===== src/rtl/defz_pkg.sv =====
// Package: width helpers and divider state type for the defuzzifier.
// Assumes centres are evenly spaced by a step and symmetric about zero.
package defz_pkg;

    // Largest centre magnitude for a symmetric set of singletons
    function automatic int max_centre(input int nsets, input int step);
        return ((nsets - 1) / 2) * step;
    endfunction

    // Bits needed for the magnitude of the weighted sum
    function automatic int num_mag_w(input int nsets, input int str_w, input int step);
        return $clog2(nsets * ((1 << str_w) - 1) * max_centre(nsets, step) + 1);
    endfunction

    // Bits needed for the unsigned strength sum
    function automatic int den_w(input int nsets, input int str_w);
        return $clog2(nsets * ((1 << str_w) - 1) + 1);
    endfunction

    // Signed result width: integer part up to max centre, plus fraction and sign
    function automatic int res_w(input int nsets, input int step, input int frac);
        return $clog2(max_centre(nsets, step) + 1) + frac + 1;
    endfunction

    typedef enum logic {
        DIV_IDLE = 1'b0,
        DIV_RUN  = 1'b1
    } div_state_e;

endpackage


===== src/rtl/defz_wsum.sv =====
// Weighted sum: multiplies each strength by its constant centre and adds them;
// also sums the raw strengths. Purely combinational.
// Assumes NUM_W and DEN_W are large enough for the worst case (set by the top).
module defz_wsum #(
    parameter int STR_W = 8,
    parameter int NSETS = 9,
    parameter int STEP  = 2,
    parameter int NUM_W = 16,
    parameter int DEN_W = 12
) (
    input  logic [NSETS*STR_W-1:0] strengths_i,
    output logic signed [NUM_W-1:0] num_o,
    output logic [DEN_W-1:0]        den_o
);

    logic signed [NUM_W-1:0] term [NSETS];

    // One constant multiplier per set; the centre is fixed at elaboration
    for (genvar k = 0; k < NSETS; k++) begin : g_term
        localparam int CENTRE = (k - (NSETS - 1) / 2) * STEP;
        assign term[k] = $signed({{(NUM_W-STR_W){1'b0}}, strengths_i[k*STR_W +: STR_W]})
                         * NUM_W'(CENTRE);
    end

    // Adder trees for the numerator and the denominator
    always_comb begin
        num_o = '0;
        den_o = '0;
        for (int k = 0; k < NSETS; k++) begin
            num_o = num_o + term[k];
            den_o = den_o + DEN_W'(strengths_i[k*STR_W +: STR_W]);
        end
    end

endmodule


===== src/rtl/defz_rdiv.sv =====
// Restoring divider: unsigned, one quotient bit per clock, DVD_W clocks per
// division. valid_o pulses on the edge that completes the last bit.
// Assumes divisor_i is nonzero whenever start_i is raised while idle.
module defz_rdiv #(
    parameter int DVD_W = 20,
    parameter int DVS_W = 12,
    parameter int QUO_W = 8
) (
    input  logic             clk,
    input  logic             rst_n,
    input  logic             start_i,
    input  logic [DVD_W-1:0] dividend_i,
    input  logic [DVS_W-1:0] divisor_i,
    output logic             busy_o,
    output logic             valid_o,
    output logic [QUO_W-1:0] quot_o
);
    import defz_pkg::*;

    localparam int CNT_W = $clog2(DVD_W + 1);
    localparam int REM_W = DVS_W + 1;

    div_state_e        state_q;
    logic [CNT_W-1:0]  cnt_q;
    logic [REM_W-1:0]  rem_q;
    logic [DVD_W-1:0]  quo_q;
    logic [DVS_W-1:0]  dvs_q;
    logic [REM_W-1:0]  shifted;
    logic [REM_W-1:0]  trial;

    // Shift in the next dividend bit and try subtracting the divisor
    always_comb begin
        shifted = {rem_q[DVS_W-1:0], quo_q[DVD_W-1]};
        trial   = shifted - {1'b0, dvs_q};
    end

    // Sequencer: load on start, then one restoring step per clock
    always_ff @(posedge clk) begin
        if (!rst_n) begin
            state_q <= DIV_IDLE;
            cnt_q   <= '0;
            rem_q   <= '0;
            quo_q   <= '0;
            dvs_q   <= '0;
            valid_o <= 1'b0;
        end else begin
            valid_o <= 1'b0;
            case (state_q)
                DIV_IDLE: begin
                    if (start_i) begin
                        rem_q   <= '0;
                        quo_q   <= dividend_i;
                        dvs_q   <= divisor_i;
                        cnt_q   <= CNT_W'(DVD_W);
                        state_q <= DIV_RUN;
                    end
                end
                DIV_RUN: begin
                    if (!trial[REM_W-1]) begin
                        rem_q <= trial;
                        quo_q <= {quo_q[DVD_W-2:0], 1'b1};
                    end else begin
                        rem_q <= shifted;
                        quo_q <= {quo_q[DVD_W-2:0], 1'b0};
                    end
                    cnt_q <= cnt_q - 1'b1;
                    if (cnt_q == CNT_W'(1)) begin
                        state_q <= DIV_IDLE;
                        valid_o <= 1'b1;
                    end
                end
                default: state_q <= DIV_IDLE;
            endcase
        end
    end

    assign busy_o = (state_q == DIV_RUN);
    assign quot_o = quo_q[QUO_W-1:0];

endmodule


===== src/rtl/defz_wavg.sv =====
// Top: weighted-average defuzzifier. Forms the weighted and plain sums,
// divides the magnitude with FRAC fractional bits, restores the sign and
// publishes the result with a one-cycle done strobe.
// Assumes starts that arrive while the divider runs may be dropped.
module defz_wavg #(
    parameter int STR_W = 8,
    parameter int NSETS = 9,
    parameter int STEP  = 2,
    parameter int FRAC  = 4
) (
    input  logic                     clk,
    input  logic                     rst_n,
    input  logic                     start_i,
    input  logic [NSETS*STR_W-1:0]   strengths_i,
    output logic signed [defz_pkg::res_w(NSETS, STEP, FRAC)-1:0] result_o,
    output logic                     done_o
);

    localparam int NUM_W = defz_pkg::num_mag_w(NSETS, STR_W, STEP) + 1;
    localparam int DEN_W = defz_pkg::den_w(NSETS, STR_W);
    localparam int RES_W = defz_pkg::res_w(NSETS, STEP, FRAC);
    localparam int DVD_W = NUM_W + FRAC;

    logic signed [NUM_W-1:0] num;
    logic [DEN_W-1:0]        den;
    logic [NUM_W-1:0]        num_abs;
    logic [DVD_W-1:0]        dividend;
    logic                    accept;
    logic                    den_zero;
    logic                    div_start;
    logic                    div_busy;
    logic                    div_valid;
    logic [RES_W-2:0]        div_quot;
    logic                    neg_q;
    logic                    zero_pend_q;

    defz_wsum #(
        .STR_W(STR_W), .NSETS(NSETS), .STEP(STEP),
        .NUM_W(NUM_W), .DEN_W(DEN_W)
    ) u_wsum (
        .strengths_i(strengths_i),
        .num_o      (num),
        .den_o      (den)
    );

    // Request decode: magnitude with fraction bits appended, zero-sum bypass
    always_comb begin
        num_abs   = num[NUM_W-1] ? NUM_W'(-num) : NUM_W'(num);
        dividend  = {num_abs, {FRAC{1'b0}}};
        accept    = start_i && !div_busy;
        den_zero  = (den == '0);
        div_start = accept && !den_zero;
    end

    defz_rdiv #(
        .DVD_W(DVD_W), .DVS_W(DEN_W), .QUO_W(RES_W-1)
    ) u_rdiv (
        .clk       (clk),
        .rst_n     (rst_n),
        .start_i   (div_start),
        .dividend_i(dividend),
        .divisor_i (den),
        .busy_o    (div_busy),
        .valid_o   (div_valid),
        .quot_o    (div_quot)
    );

    // Output stage: latch sign at accept, publish signed quotient or zero
    always_ff @(posedge clk) begin
        if (!rst_n) begin
            neg_q       <= 1'b0;
            zero_pend_q <= 1'b0;
            result_o    <= '0;
            done_o      <= 1'b0;
        end else begin
            done_o      <= 1'b0;
            zero_pend_q <= accept && den_zero;
            if (div_start) begin
                neg_q <= num[NUM_W-1];
            end
            if (div_valid) begin
                result_o <= neg_q ? -$signed({1'b0, div_quot}) : $signed({1'b0, div_quot});
                done_o   <= 1'b1;
            end else if (zero_pend_q) begin
                result_o <= '0;
                done_o   <= 1'b1;
            end
        end
    end

endmodule


===== config.mk =====
export PLATFORM = sky130hd
export DESIGN_NAME = defz_wavg
export DESIGN_NICKNAME = d
export VERILOG_FILES = /design/src/rtl/defz_pkg.sv /design/src/rtl/defz_wsum.sv /design/src/rtl/defz_rdiv.sv /design/src/rtl/defz_wavg.sv
export SDC_FILE = /design/constraint.sdc
export NUM_CORES = 1
export LEC_CHECK = 0
export CAP_MARGIN = 20
export CORE_MARGIN = 1.5
export CORE_UTILIZATION = 50
export CTS_BUF_LIST = sky130_fd_sc_hd__clkbuf_8
export DETAILED_ROUTE_END_ITERATION = 7
export DONT_BUFFER_PORTS = 1
export HOLD_SLACK_MARGIN = 0.15
export PLACE_DENSITY = 0.71
export SYNTH_ARGS = -nofsm -noshare
export SYNTH_HDL_FRONTEND = slang
export SYNTH_HIERARCHICAL = 1
export SYNTH_SLANG_ARGS = --single-unit

===== constraint.sdc =====
create_clock -name clk -period 7.5 [get_ports clk]
set_clock_uncertainty 0.2 [all_clocks]
set_input_delay 0.375 -clock clk [delete_from_list [all_inputs] [get_ports clk]]
set_output_delay 0.375 -clock clk [all_outputs]
set_load 0.05 [all_outputs]

==> summary.txt <==
Clock network
  • CTS tree: done
  • H-tree Lvls: 3
  • Root Driver: clkbuf_8
  • # clock sinks: 63
  • TritonCTS Buffers: 9
  • Postcts setup bufs: 0
  • Clock slew at reported path FFs: 70 ps
  • Worst skew pair latency: 350 ps
  • Max clock buf depth: 2

Global route
  • Total gr overflow: 0
  • Initial antenna violation count: 0
  • Maximum number of pins on one net before global-route repair: 59
  • Total global-route track usage: 22.3%
  • Vias in the first global route: 6,560
  • First-pass GRT wire length: 32,100 µm

Routing
  • WL per Instance: 15.9 µm
  • Drt drc: 0
  • Via/cell ratio: 5.33
  • Routed wire length: 19,000 µm
  • Top Layer Used: met4
  • Met2 WL: 9330 µm
  • Routed wire length on met3: 1080 µm
  • Routed vias: 6,371
  • Router iterations before antenna repair: 5
  • Post-Route M1 WL: 8310 µm
  • 1st-iter DRT viols: 318
  • Antenna-violating nets left: 0

Finish
  • Area Growth Syn to Fin: 4.28%
  • N_diodes: 0
  • Nets: 1,239
  • Fraction of layout instances using a drive strength above 1: 4.22%

Logic synthesis
  • Unique masters post-synth: 78
  • Ys async rst share: 0%
  • Sequential fraction of the synthesis area: 14.3%
  • Syn avg cell area: 9.01 µm²
  • Syn Std Cell Area: 8840 µm²
  • Post-synthesis cell count: 981
  • Number of synthesis warnings: 6
  • Ys flop type: dfxtp_1
  • Post-synth EDFFs: 0
  • Yosys reg bits: 63

Floorplanning
  • Initial Utilization: 51.1%
  • # rows: 48
  • Ports: 85
  • Die ar.: 18,500 µm²
  • Total core area: 17,300 µm²
  • Chip Height: 136 µm
  • Die width: 136 µm

Worst setup path
  • Max stage delay on crit path: 550 ps
  • CP max stage cell: fa_1
  • Crit. End Element: register
  • Worst Path Arrival: 6880 ps
  • Crit path max fanout: 17
  • Startpoint types: input pin
  • Worst endpoint required time: 7600 ps
  • CP Class: in2reg

Timing
  • Fin. max-slew vios: 0
  • Fin. Hold Viols: 0
  • Worst-Margin Slew: 799 ps
  • Final worst slack: 718 ps
  • Fmax: 147 MHz
  • Fin Setup TNS: 0 ps
  • Min cycle time layout: 6780 ps
  • Setup Viol. Count Final: 0
  • Slew headroom: 46.2%
  • RSZ-0062 raised after global routing: false
  • Period utilization: 90.4%
  • Hold_ws: 203 ps

Flow run
  • Max_cap viols: 0

Worst hold path
  • Worst hold path type: in2reg

Run status
  • Status: finished, final reports clean

Place
  • Routability Congestion: 0.910
  • Buffers on Ports: 0
  • DP Wirelength: 16,100 µm
  • Pre-CTS WS: 347 ps
## synth_stat cells, types with 7 or more instances
library cell | instances | area, µm²
xnor2_1 | 45 | 394
xor2_1 | 23 | 201
dfxtp_1 | 63 | 1260
or3_1 | 7 | 43.8
a21o_1 | 11 | 82.6
clkbuf_1 | 16 | 60.1
mux2i_1 | 32 | 320
nor3_1 | 16 | 80.1
nand3_1 | 7 | 35.0
ha_1 | 81 | 1010
nor3b_1 | 7 | 52.6
a21boi_0 | 14 | 105
o211ai_1 | 8 | 60.1
fa_1 | 116 | 2320
inv_1 | 161 | 604
nor2b_1 | 15 | 93.8
and2_1 | 22 | 138
o21ai_0 | 49 | 245
o21a_1 | 9 | 67.6
nand2b_1 | 8 | 50.1
a21oi_1 | 29 | 145
nand2_1 | 88 | 330
o31ai_1 | 7 | 52.6
buf_4 | 9 | 67.6
nor2_1 | 48 | 180
## registers in the layout, summed over array words and instances (netlist names)
register and cells:
u_rdiv/rem_q 12, u_rdiv/valid_o 1, result_o 9, u_rdiv/quo_q 20
zero_pend_q 1, done_o 1, u_rdiv/busy_o 1, neg_q 1
u_rdiv/dvs_q 12, u_rdiv/cnt_q 5
## metal layers
layer | vias up | GRT usage, %
met5 | - | 0
met4 | 0 | 6.62
met3 | 16 | 3.73
met2 | 126 | 39.2
met1 | 3060 | 28.1
li1 | 3169 | -
## cell usage in the layout (no fill, tap or decap), types with 5 or more instances in the layout
cell,count
o21a_1,9
nor3_1,16
a21boi_0,14
nor2b_1,15
xor2_1,23
a21oi_1,29
a21o_1,11
xnor2_1,45
mux2i_1,32
o21ai_1,6
conb_1,5
nand2_1,88
o21ai_0,49
nand2b_1,8
inv_1,162
nor4_1,6
nor2_1,48
nor3b_1,7
o31ai_1,7
ha_1,81
or3_1,7
fa_1,116
dfxtp_1,63
o211ai_1,8
clkbuf_8,11
nand3_1,7
and2_1,22
## what timing repair did
item / 4_1_cts / 5_1_grt
endpoints found under the hold margin: 49 / 0
gates resized for setup: 0 / 0
hold buffers: 3 / 0
## stage by stage
| stage | area, µm² | cells | utilization (%) |
|---|---|---|---|
| after floorplan | 8850 | 984 | - |
| after global placement | 8980 | 1178 | 51.9 |
| after detailed placement | 8980 | 1178 | 51.9 |
| after CTS | 9220 | 1196 | 53.3 |
| after global routing | 9220 | 1196 | 53.3 |
| final | 9220 | 1196 | 53.3 |
## layout make-up
type	count	area, µm²
fill	1607	8080
multi-input combinational	726	6810
sequential	63	1260
inverter	161	604
tap	225	282
clock buffer	11	151
timing repair buffer	6	62.6
clock inverter	4	46.3
## cell families after synthesis
group | count (synthesis) | share of synthesized area (%)
buffers and inverters | 195 | 8.99
xor gates and xnor gates | 69 | 6.99
adders and majority gates | 197 | 37.7
and+or+nand+nor | 251 | 15.0
other | 2 | 0.0850
DFF | 63 | 14.3
muxes | 32 | 3.62
AOI/OAI and AO/OA | 172 | 13.3
## path summary, 6_finish.rpt
kind,slack [ps],cells past startpoint,from,end
min reg2reg,260,2,u_rdiv/dvs_q[8]$_SDFFE_PN0P_,u_rdiv/dvs_q[8]$_SDFFE_PN0P_
max,720,30,strengths_i[9],u_rdiv/quo_q[9]$_SDFFE_PN0P_
max reg2reg,4710,9,u_rdiv/quo_q[19]$_SDFFE_PN0P_,u_rdiv/rem_q[1]$_SDFFE_PN0P_
min,200,2,rst_n,u_rdiv/rem_q[6]$_SDFFE_PN0P_
## worst max-delay path, delay by kind of cell
| family | cells | cell delay [ps] |
|---|---|---|
| xor gates and xnor gates | 3 | 400 |
| muxes | 1 | 90 |
| AOI/OAI and AO/OA | 6 | 1000 |
| buffers and inverters | 6 | 490 |
| adders and majority gates | 9 | 3390 |
| and+or+nand+nor | 5 | 1140 |
Power is not shown: default switching activity piles up to over one toggle a cycle in this logic, so the estimate is an artifact.
